<file path="src/rtl/gpio_bank_ctrl.sv">
module gpio_bank_ctrl #(
  parameter int NB         = 4,
  parameter int W          = 32,
  parameter int AW         = 12,
  parameter int SHORT_BANK = 1,
  parameter int SHORT_PINS = 22
) (
  input  logic            clk,
  input  logic            rst_n,
  input  logic [AW-1:0]   addr,
  input  logic            wr_en,
  input  logic [W-1:0]    wr_data,
  output logic [W-1:0]    rd_data,
  input  logic [NB*W-1:0] pin_in,
  output logic [NB*W-1:0] pin_out,
  output logic [NB*W-1:0] pin_oe,
  output logic            irq
);
  localparam int PINS = NB * W;
  localparam int HW   = W / 2;

  function automatic logic [W-1:0] impl(input int b);
    if (b == SHORT_BANK) return W'((64'd1 << SHORT_PINS) - 64'd1);
    return '1;
  endfunction

  function automatic logic [AW-1:0] ctl(input int b, input int k);
    return AW'(32'h204 + 32'h40 * b + 4 * k);
  endfunction

  logic [W-1:0] dout [NB];
  logic [W-1:0] dir  [NB];
  logic [W-1:0] oen  [NB];
  logic [W-1:0] msk  [NB];
  logic [W-1:0] stat [NB];
  logic [W-1:0] typ  [NB];
  logic [W-1:0] pol  [NB];
  logic [W-1:0] anye [NB];
  logic [W-1:0] ev   [NB];
  logic [PINS-1:0] s1, s2, s3;

  always_comb begin
    for (int b = 0; b < NB; b++) begin
      logic [W-1:0] lv, rise, fall, edg;
      lv   = s2[b*W +: W];
      rise = lv & ~s3[b*W +: W];
      fall = ~lv & s3[b*W +: W];
      edg  = (anye[b] & (rise | fall)) | (~anye[b] & ((pol[b] & rise) | (~pol[b] & fall)));
      ev[b] = impl(b) & ((typ[b] & edg) | (~typ[b] & ((pol[b] & lv) | (~pol[b] & ~lv))));
    end
  end

  always_ff @(posedge clk or negedge rst_n) begin
    if (!rst_n) begin
      s1 <= '0;
      s2 <= '0;
      s3 <= '0;
      for (int b = 0; b < NB; b++) begin
        dout[b] <= '0;
        dir[b]  <= '0;
        oen[b]  <= '0;
        msk[b]  <= impl(b);
        stat[b] <= '0;
        typ[b]  <= impl(b);
        pol[b]  <= '0;
        anye[b] <= '0;
      end
    end else begin
      s1 <= pin_in;
      s2 <= s1;
      s3 <= s2;
      for (int b = 0; b < NB; b++) begin
        if (wr_en && addr == ctl(b, 5))
          stat[b] <= (stat[b] & ~wr_data) | ev[b];
        else
          stat[b] <= stat[b] | ev[b];
        if (wr_en) begin
          if (addr == AW'(8 * b))
            dout[b][HW-1:0] <= ((dout[b][HW-1:0] & wr_data[W-1:HW]) |
                                (wr_data[HW-1:0] & ~wr_data[W-1:HW])) & impl(b)[HW-1:0];
          if (addr == AW'(8 * b + 4))
            dout[b][W-1:HW] <= ((dout[b][W-1:HW] & wr_data[W-1:HW]) |
                                (wr_data[HW-1:0] & ~wr_data[W-1:HW])) & impl(b)[W-1:HW];
          if (addr == AW'(32'h40 + 4 * b)) dout[b] <= wr_data & impl(b);
          if (addr == ctl(b, 0)) dir[b]  <= wr_data & impl(b);
          if (addr == ctl(b, 1)) oen[b]  <= wr_data & impl(b);
          if (addr == ctl(b, 3)) msk[b]  <= msk[b] & ~wr_data;
          if (addr == ctl(b, 4)) msk[b]  <= msk[b] | (wr_data & impl(b));
          if (addr == ctl(b, 6)) typ[b]  <= wr_data & impl(b);
          if (addr == ctl(b, 7)) pol[b]  <= wr_data & impl(b);
          if (addr == ctl(b, 8)) anye[b] <= wr_data & impl(b);
        end
      end
    end
  end

  always_comb begin
    rd_data = '0;
    for (int b = 0; b < NB; b++) begin
      if (addr == AW'(32'h40 + 4 * b)) rd_data = dout[b];
      if (addr == AW'(32'h60 + 4 * b)) rd_data = s2[b*W +: W] & impl(b);
      if (addr == ctl(b, 0)) rd_data = dir[b];
      if (addr == ctl(b, 1)) rd_data = oen[b];
      if (addr == ctl(b, 2)) rd_data = msk[b];
      if (addr == ctl(b, 5)) rd_data = stat[b];
      if (addr == ctl(b, 6)) rd_data = typ[b];
      if (addr == ctl(b, 7)) rd_data = pol[b];
      if (addr == ctl(b, 8)) rd_data = anye[b];
    end
  end

  always_comb begin
    irq = 1'b0;
    for (int b = 0; b < NB; b++) irq = irq | (|(stat[b] & ~msk[b]));
  end

  for (genvar g = 0; g < NB; g++) begin : g_pins
    assign pin_out[g*W +: W] = dout[g];
    assign pin_oe[g*W +: W]  = dir[g] & oen[g];
  end

  p_masked_keep_r2: assert property (@(posedge clk) disable iff (!rst_n)
    ($past(wr_en) && $past(addr) == AW'(0)) |->
      ((dout[0][HW-1:0] & $past(wr_data[W-1:HW])) == ($past(dout[0][HW-1:0]) & $past(wr_data[W-1:HW]))));

  p_stat_sticky_r9: assert property (@(posedge clk) disable iff (!rst_n)
    !($past(wr_en) && $past(addr) == ctl(0, 5)) |-> ((stat[0] & $past(stat[0])) == $past(stat[0])));

  p_unimpl_r1: assert property (@(posedge clk) disable iff (!rst_n)
    (dout[SHORT_BANK] & ~impl(SHORT_BANK)) == '0 && (msk[SHORT_BANK] & ~impl(SHORT_BANK)) == '0);

  p_drive_needs_dir_r6: assert property (@(posedge clk) disable iff (!rst_n)
    (pin_oe[W-1:0] & ~dir[0]) == '0);

  p_unmasked_irq_r11: assert property (@(posedge clk) disable iff (!rst_n)
    ((stat[0] & ~msk[0]) != '0) |-> irq);

  p_reset_quiet_r7: assert property (@(posedge clk)
    $rose(rst_n) |-> (pin_oe == '0 && !irq));
endmodule

</file>
<file path="config.mk">
export PLATFORM = sky130hd
export DESIGN_NAME = gpio_bank_ctrl
export DESIGN_NICKNAME = d
export VERILOG_FILES = /design/src/rtl/gpio_bank_ctrl.sv
export SDC_FILE = /design/constraint.sdc
export NUM_CORES = 2
export LEC_CHECK = 0
export ABC_AREA = 1
export CAP_MARGIN = 20
export CORE_MARGIN = 5
export CORE_UTILIZATION = 40
export CTS_CLUSTER_DIAMETER = 100
export DETAILED_ROUTE_END_ITERATION = 7
export GPL_TIMING_DRIVEN = 0
export HOLD_SLACK_MARGIN = 0.15
export PLACE_DENSITY = 0.55
export SYNTH_ARGS = -nofsm -noshare
export SYNTH_HDL_FRONTEND = slang
export SYNTH_SLANG_ARGS = --single-unit
</file>
<file path="constraint.sdc">
create_clock -name clk -period 12.5 [get_ports clk]
set_clock_uncertainty 0.05 [all_clocks]
set_input_delay 2.5 -clock clk [delete_from_list [all_inputs] [get_ports clk]]
set_output_delay 2.5 -clock clk [all_outputs]
set_load 0.005 [all_outputs]
</file>
# Word level (Yosys, flattened, before mapping)
# Index checks and enable logic that the tools add are counted.
[classes]
mux = 105
n_eq_ne = 51
reduce_logical = 53
n_bitwise = 144
[op_table]
columns = ["cell", "count"]
rows = [
  ["32-bit 2-to-1 mux", 78],
  ["32-bit AND", 54],
  ["32-bit OR", 25],
  ["32-bit NOT", 20],
  ["12-bit by 10-bit == test with 1-bit output, second input constant", 36],
  ["22-bit AND", 10],
  ["16-bit AND", 11],
  ["16-bit 2-to-1 mux", 10],
  ["16-bit OR", 8],
  ["32-bit OR reduction", 4],
  ["22-bit NOT", 5],
  ["22-bit OR", 5],
  ["12-bit by 7-bit == test with 1-bit output, second input constant", 8],
  ["32-bit by 22-bit OR with 32-bit output", 2],
  ["2-bit AND reduction", 32],
  ["12-bit by 5-bit == test with 1-bit output, second input constant", 4],
  ["12-bit by 4-bit == test with 1-bit output, second input constant", 2],
  ["2-bit nonzero test", 12],
  ["1-bit 2-to-1 mux", 17],
  ["16-bit NOT", 1],
  ["12-bit by 3-bit == test with 1-bit output, second input constant", 1],
  ["12-bit zero test", 1],
  ["1-bit logical AND", 4],
  ["1-bit OR", 3],
]
[totals]
regBits = 1408
out_inout_bits = 289
in_bits = 175

# Logic depth before layout (Yosys ltp)
[depth]
ltp_word = 37
ltp_mapped = 46

# Least setup slack after synthesis
# Ideal clock, no wire load.
[synth_path]
kind = "input to output"
from = "input addr[8]"
to = "output rd_data[31]"
path_stages = 34
required_time_ns = 9.950
setup_slack_ns = 4.909
t_arrival_ns = 5.041
cell_sequence = "inv_1 nand2_2 nor2_8 nand2_4 nor2_4 inv_2 buf_6 buf_2 o21ai_0 a21oi_1 o41ai_1 nand3_1 nand2_1 nand2_1 nand2_1 nand2_1 nand2_1 nand2_1 nand2_1 nand2_1 nand2_1 nand2_1 nand2_1 nand2_1 nand2_1 nand2_1 nand2_1 nand2_1 a21oi_1 nor2_1 a21oi_1 nand4_1 nand2_1 nand2_1"
[synth_via]
elab_chain_len = 37
word_cells_on_any_way = 72
classes_between = "eq/ne (36); mux (36)"
[synth_lines]
columns = ["item", "line_no", "source"]
rows = [
  ["start: declaration", "10", "input logic [AW-1:0] addr,"],
  ["12-bit by 7-bit == test with 1-bit output", "100", "if (addr == AW'(32'h40 + 4 * b)) rd_data = dout[b];"],
  ["32-bit 2-to-1 mux", "100", ""],
  ["32-bit 2-to-1 mux", "101", "if (addr == AW'(32'h60 + 4 * b)) rd_data = s2[b*W +: W] & impl(b);"],
  ["32-bit 2-to-1 mux", "102", "if (addr == ctl(b, 0)) rd_data = dir[b];"],
  ["32-bit 2-to-1 mux", "103", "if (addr == ctl(b, 1)) rd_data = oen[b];"],
  ["32-bit 2-to-1 mux", "104", "if (addr == ctl(b, 2)) rd_data = msk[b];"],
  ["32-bit 2-to-1 mux", "105", "if (addr == ctl(b, 5)) rd_data = stat[b];"],
  ["32-bit 2-to-1 mux", "106", "if (addr == ctl(b, 6)) rd_data = typ[b];"],
  ["[... 21 more ...]", "-", ""],
  ["32-bit 2-to-1 mux", "101", ""],
  ["32-bit 2-to-1 mux", "102", ""],
  ["32-bit 2-to-1 mux", "103", ""],
  ["32-bit 2-to-1 mux", "104", ""],
  ["32-bit 2-to-1 mux", "105", ""],
  ["32-bit 2-to-1 mux", "106", ""],
  ["32-bit 2-to-1 mux", "107", "if (addr == ctl(b, 7)) rd_data = pol[b];"],
  ["32-bit 2-to-1 mux *", "108", "if (addr == ctl(b, 8)) rd_data = anye[b];"],
  ["end: declaration", "13", "output logic [W-1:0] rd_data,"],
]
# Every way passes the cells marked *; elsewhere a longest branch is shown, timed or not.

# Worst setup path in the final report
[layout_path]
from = "input addr[4]"
to = "output rd_data[6]"
# The elaborated chain is that of the path after synthesis.

==> metrics.txt <==
Gates resized, CTS repair=0; distinct cell type count after synthesis=49; worst vdd ir=0.146 mV; register clock-pin slew on the reported worst setup and hold paths=60 ps; final WL=305000 um; # rows=148; total core area=163000 um^2; GRT Util Overall=34.4%; Final Hold Vio Count=0; vias in the first global route=58500; Power Total=9720 uW; Reg2Reg Depth=5; Async SR Flop Fraction=100%; RSZ-0062 raised after global routing=no; clock network fraction of design power=49.2%; switching power=2390 uW; status=finished clean; PwrDens=124 nW/um^2; PnR worst setup slack=1160 ps; Vias/cell=5.66; Slew headroom=18.6%; Setup crit end=rd_data[6]; Worst Tran Pin Value=1220 ps; Worst Setup SP=addr[4]; Avg Cell Area, Syn=8.29 um^2; Leak=0.0369 uW; sequential power share=45.5%; reg2reg start=s2[32]; Yosys Warn Count=0; number of I/O pins=464; DIE AREA=172000 um^2; Gate Count Post-Synth=7895; fin crit share=90.7%; Mapped Area=65400 um^2; layout net count=8932; Max Fclk=88.2 MHz; flops & latches, synth=1318; via count=61400; Starting DRT DRC Count=8085; fin. max-slew vios=0; sequential area share after synthesis=50.8%; Worst Setup Start Kind=input port; WL/cell=28.1 um; maxcap violations=0; worst path required time=9950 ps; Logic pwr share=5.3%; Overflow after GRT=0; DR pass1 iterations=7; postcts setup bufs=0; post-place setup slack=1560 ps; crit path time final=11340 ps; Crit. End Element=output pin; share of cells above drive strength 1=9.34%; fillers=16000; # H-tree levels=4; CTS Buf Count=152; CTS Hold Bufs=0; setup_tns=0 ps; internal cell power=7320 uW; detailed placement HPWL=237000 um; worst setup path class=input port to output pin; R2R Path End=stat[64]; Main synth FF type=dfrtp_1; ANT nets after route=0; DRC=0; Die X-Extent=415 um; RePlAce Congestion=0.993; largest net degree at the start of global routing=169; Hold WC Path Type=flip-flop to flip-flop; Setup-failing EPs final=0; # port buffers=414; most common cell after layout, fill and taps aside=nand2_1; r2r setup slk=10800 ps; largest fanout on the critical path=10; CTS Sinks=1318; initial antenna violation count=26; Max Root-Sink Buffers=3; Post-synth EDFFs=0; switch share=24.6%; Worst-Skew Late Latency=800 ps; area grow syn2layout=19.9%; leading cell types in the layout, fill and taps excluded=nand2_1 (2112), dfrtp_1 (1082), o21ai_0 (1035); CTS root buffer=clkbuf_16; crit path DAT=8790 ps; DIE HEIGHT=415 um; global-route wire length before repair=426000 um; Initial Utilization=40.2%; CTS tree=yes
==> final cells by class <==
cell class	count	area (um^2)	share of cell area, %
clock buffer	232	4600	5.87
sequential	1318	33300	42.4
clock inverter	52	682	0.869
antenna	19	47.5	0.0606
inverter	1032	3870	4.94
buffer	410	1680	2.15
timing repair buffer	453	4790	6.11
tap	2175	2720	3.47
multi-input combinational	5154	26800	34.1
==> worst min-delay path by stage <==
stage                        from  endpoint  depth (start not counted)
final                      s1[45]    s2[45]                          0
after global routing       s1[45]    s2[45]                          0
after CTS                 s1[127]   s2[127]                          0
after floorplan             s1[0]     s2[0]                          0
after detailed placement   s1[26]    s2[26]                          0
after global placement     s1[73]    s2[73]                          0
==> synthesized netlist by cell type, types with 5 or more instances <==
library cell	number	share of area, %
dfrtp_1	1082	41
a22oi_1	16	0.18
nand2_1	2112	12
o21a_1	13	0.15
a21oi_1	536	4.1
a22o_1	10	0.13
nand3_1	146	1.1
o221ai_1	35	0.47
nor2_1	325	1.9
buf_2	15	0.11
dfstp_2	236	9.5
nor3_1	32	0.24
mux2i_1	37	0.57
o41ai_1	11	0.15
clkinv_1	8	0.046
o2111ai_1	30	0.40
nor4_1	5	0.048
nand3b_1	5	0.057
buf_4	22	0.25
inv_2	27	0.15
mux2_2	106	1.8
a31oi_1	35	0.33
o211ai_1	89	1.0
o21ai_0	1035	7.9
nor2_2	10	0.096
xor2_1	68	0.91
nor2_4	5	0.086
nand4_1	71	0.68
o21ai_1	22	0.17
ha_1	236	4.5
or2_2	54	0.52
buf_1	11	0.063
o22ai_1	34	0.32
inv_1	997	5.7
clkbuf_1	361	2.1
a221oi_1	31	0.41
nand2_2	5	0.048
==> routing by layer <==
| metal | vias up | track usage (%) | share of wire, % |
|---|---|---|---|
| li1 | 26800 | - | - |
| met1 | 30700 | 46.8 | 41 |
| met2 | 3268 | 51.4 | 43 |
| met3 | 649 | 7.69 | 9.7 |
| met4 | 12 | 17.9 | 6.0 |
| met5 | - | 0 | 0.025 |
==> cell families after synthesis <==
| logic type | share of synthesized area, % |
|---|---|
| AO/OA/AOI/OAI | 15.9 |
| other | 0.00573 |
| buffers and inverters | 8.44 |
| multiplexers | 2.39 |
| AND/OR/NAND/NOR | 17.0 |
| XOR/XNOR | 0.910 |
| adder cells (fa/ha/maj) | 4.51 |
| flip-flops | 50.8 |
==> stage by stage <==
| stage | utilization (%) | cell area (um^2) | hold slack, ps | instances |
|---|---|---|---|---|
| 6_report | 48.2 | 78400 | 283 | 10800 |
| 5_1_grt | 48.2 | 78400 | 299 | 10800 |
| 2_1_floorplan | - | 65500 | 281 | 7914 |
| 4_1_cts | 48.1 | 78400 | 291 | 10800 |
| 3_5_place_dp | 44.9 | 73100 | 285 | 10500 |
| 3_3_place_gp | 44.5 | 72400 | 282 | 10500 |
==> worst max-delay path, cell delays in order <==
cell             delay, ps
clkdlybuf4s50_1        640
inv_1                   70
nand2_1                230
nor2_2                 170
inv_2                  290
nor2_1                 120
inv_1                  330
nor2_1                 240
inv_1                  190
clkbuf_1               640
clkbuf_1               860
o21ai_0                690
o22ai_1                280
nand4_1                140
nor2_1                 140
nand4_1                140
nor2_1                 150
nand3_1                 80
nor2_1                 120
nand3_1                 90
nor2_1                  90
nand3_1                 80
clkdlybuf4s50_1        470
==> power by group through the flow <==
stage	registers, uW	logic [uW]	clock network, uW
final	4420	514	4780
after CTS	4420	513	4820
after global placement	4510	481	0
after floorplan	4460	169	0
after detailed placement	4490	510	0
after global routing	4430	550	4980
Note: power is estimated with default switching activity, not from simulation.
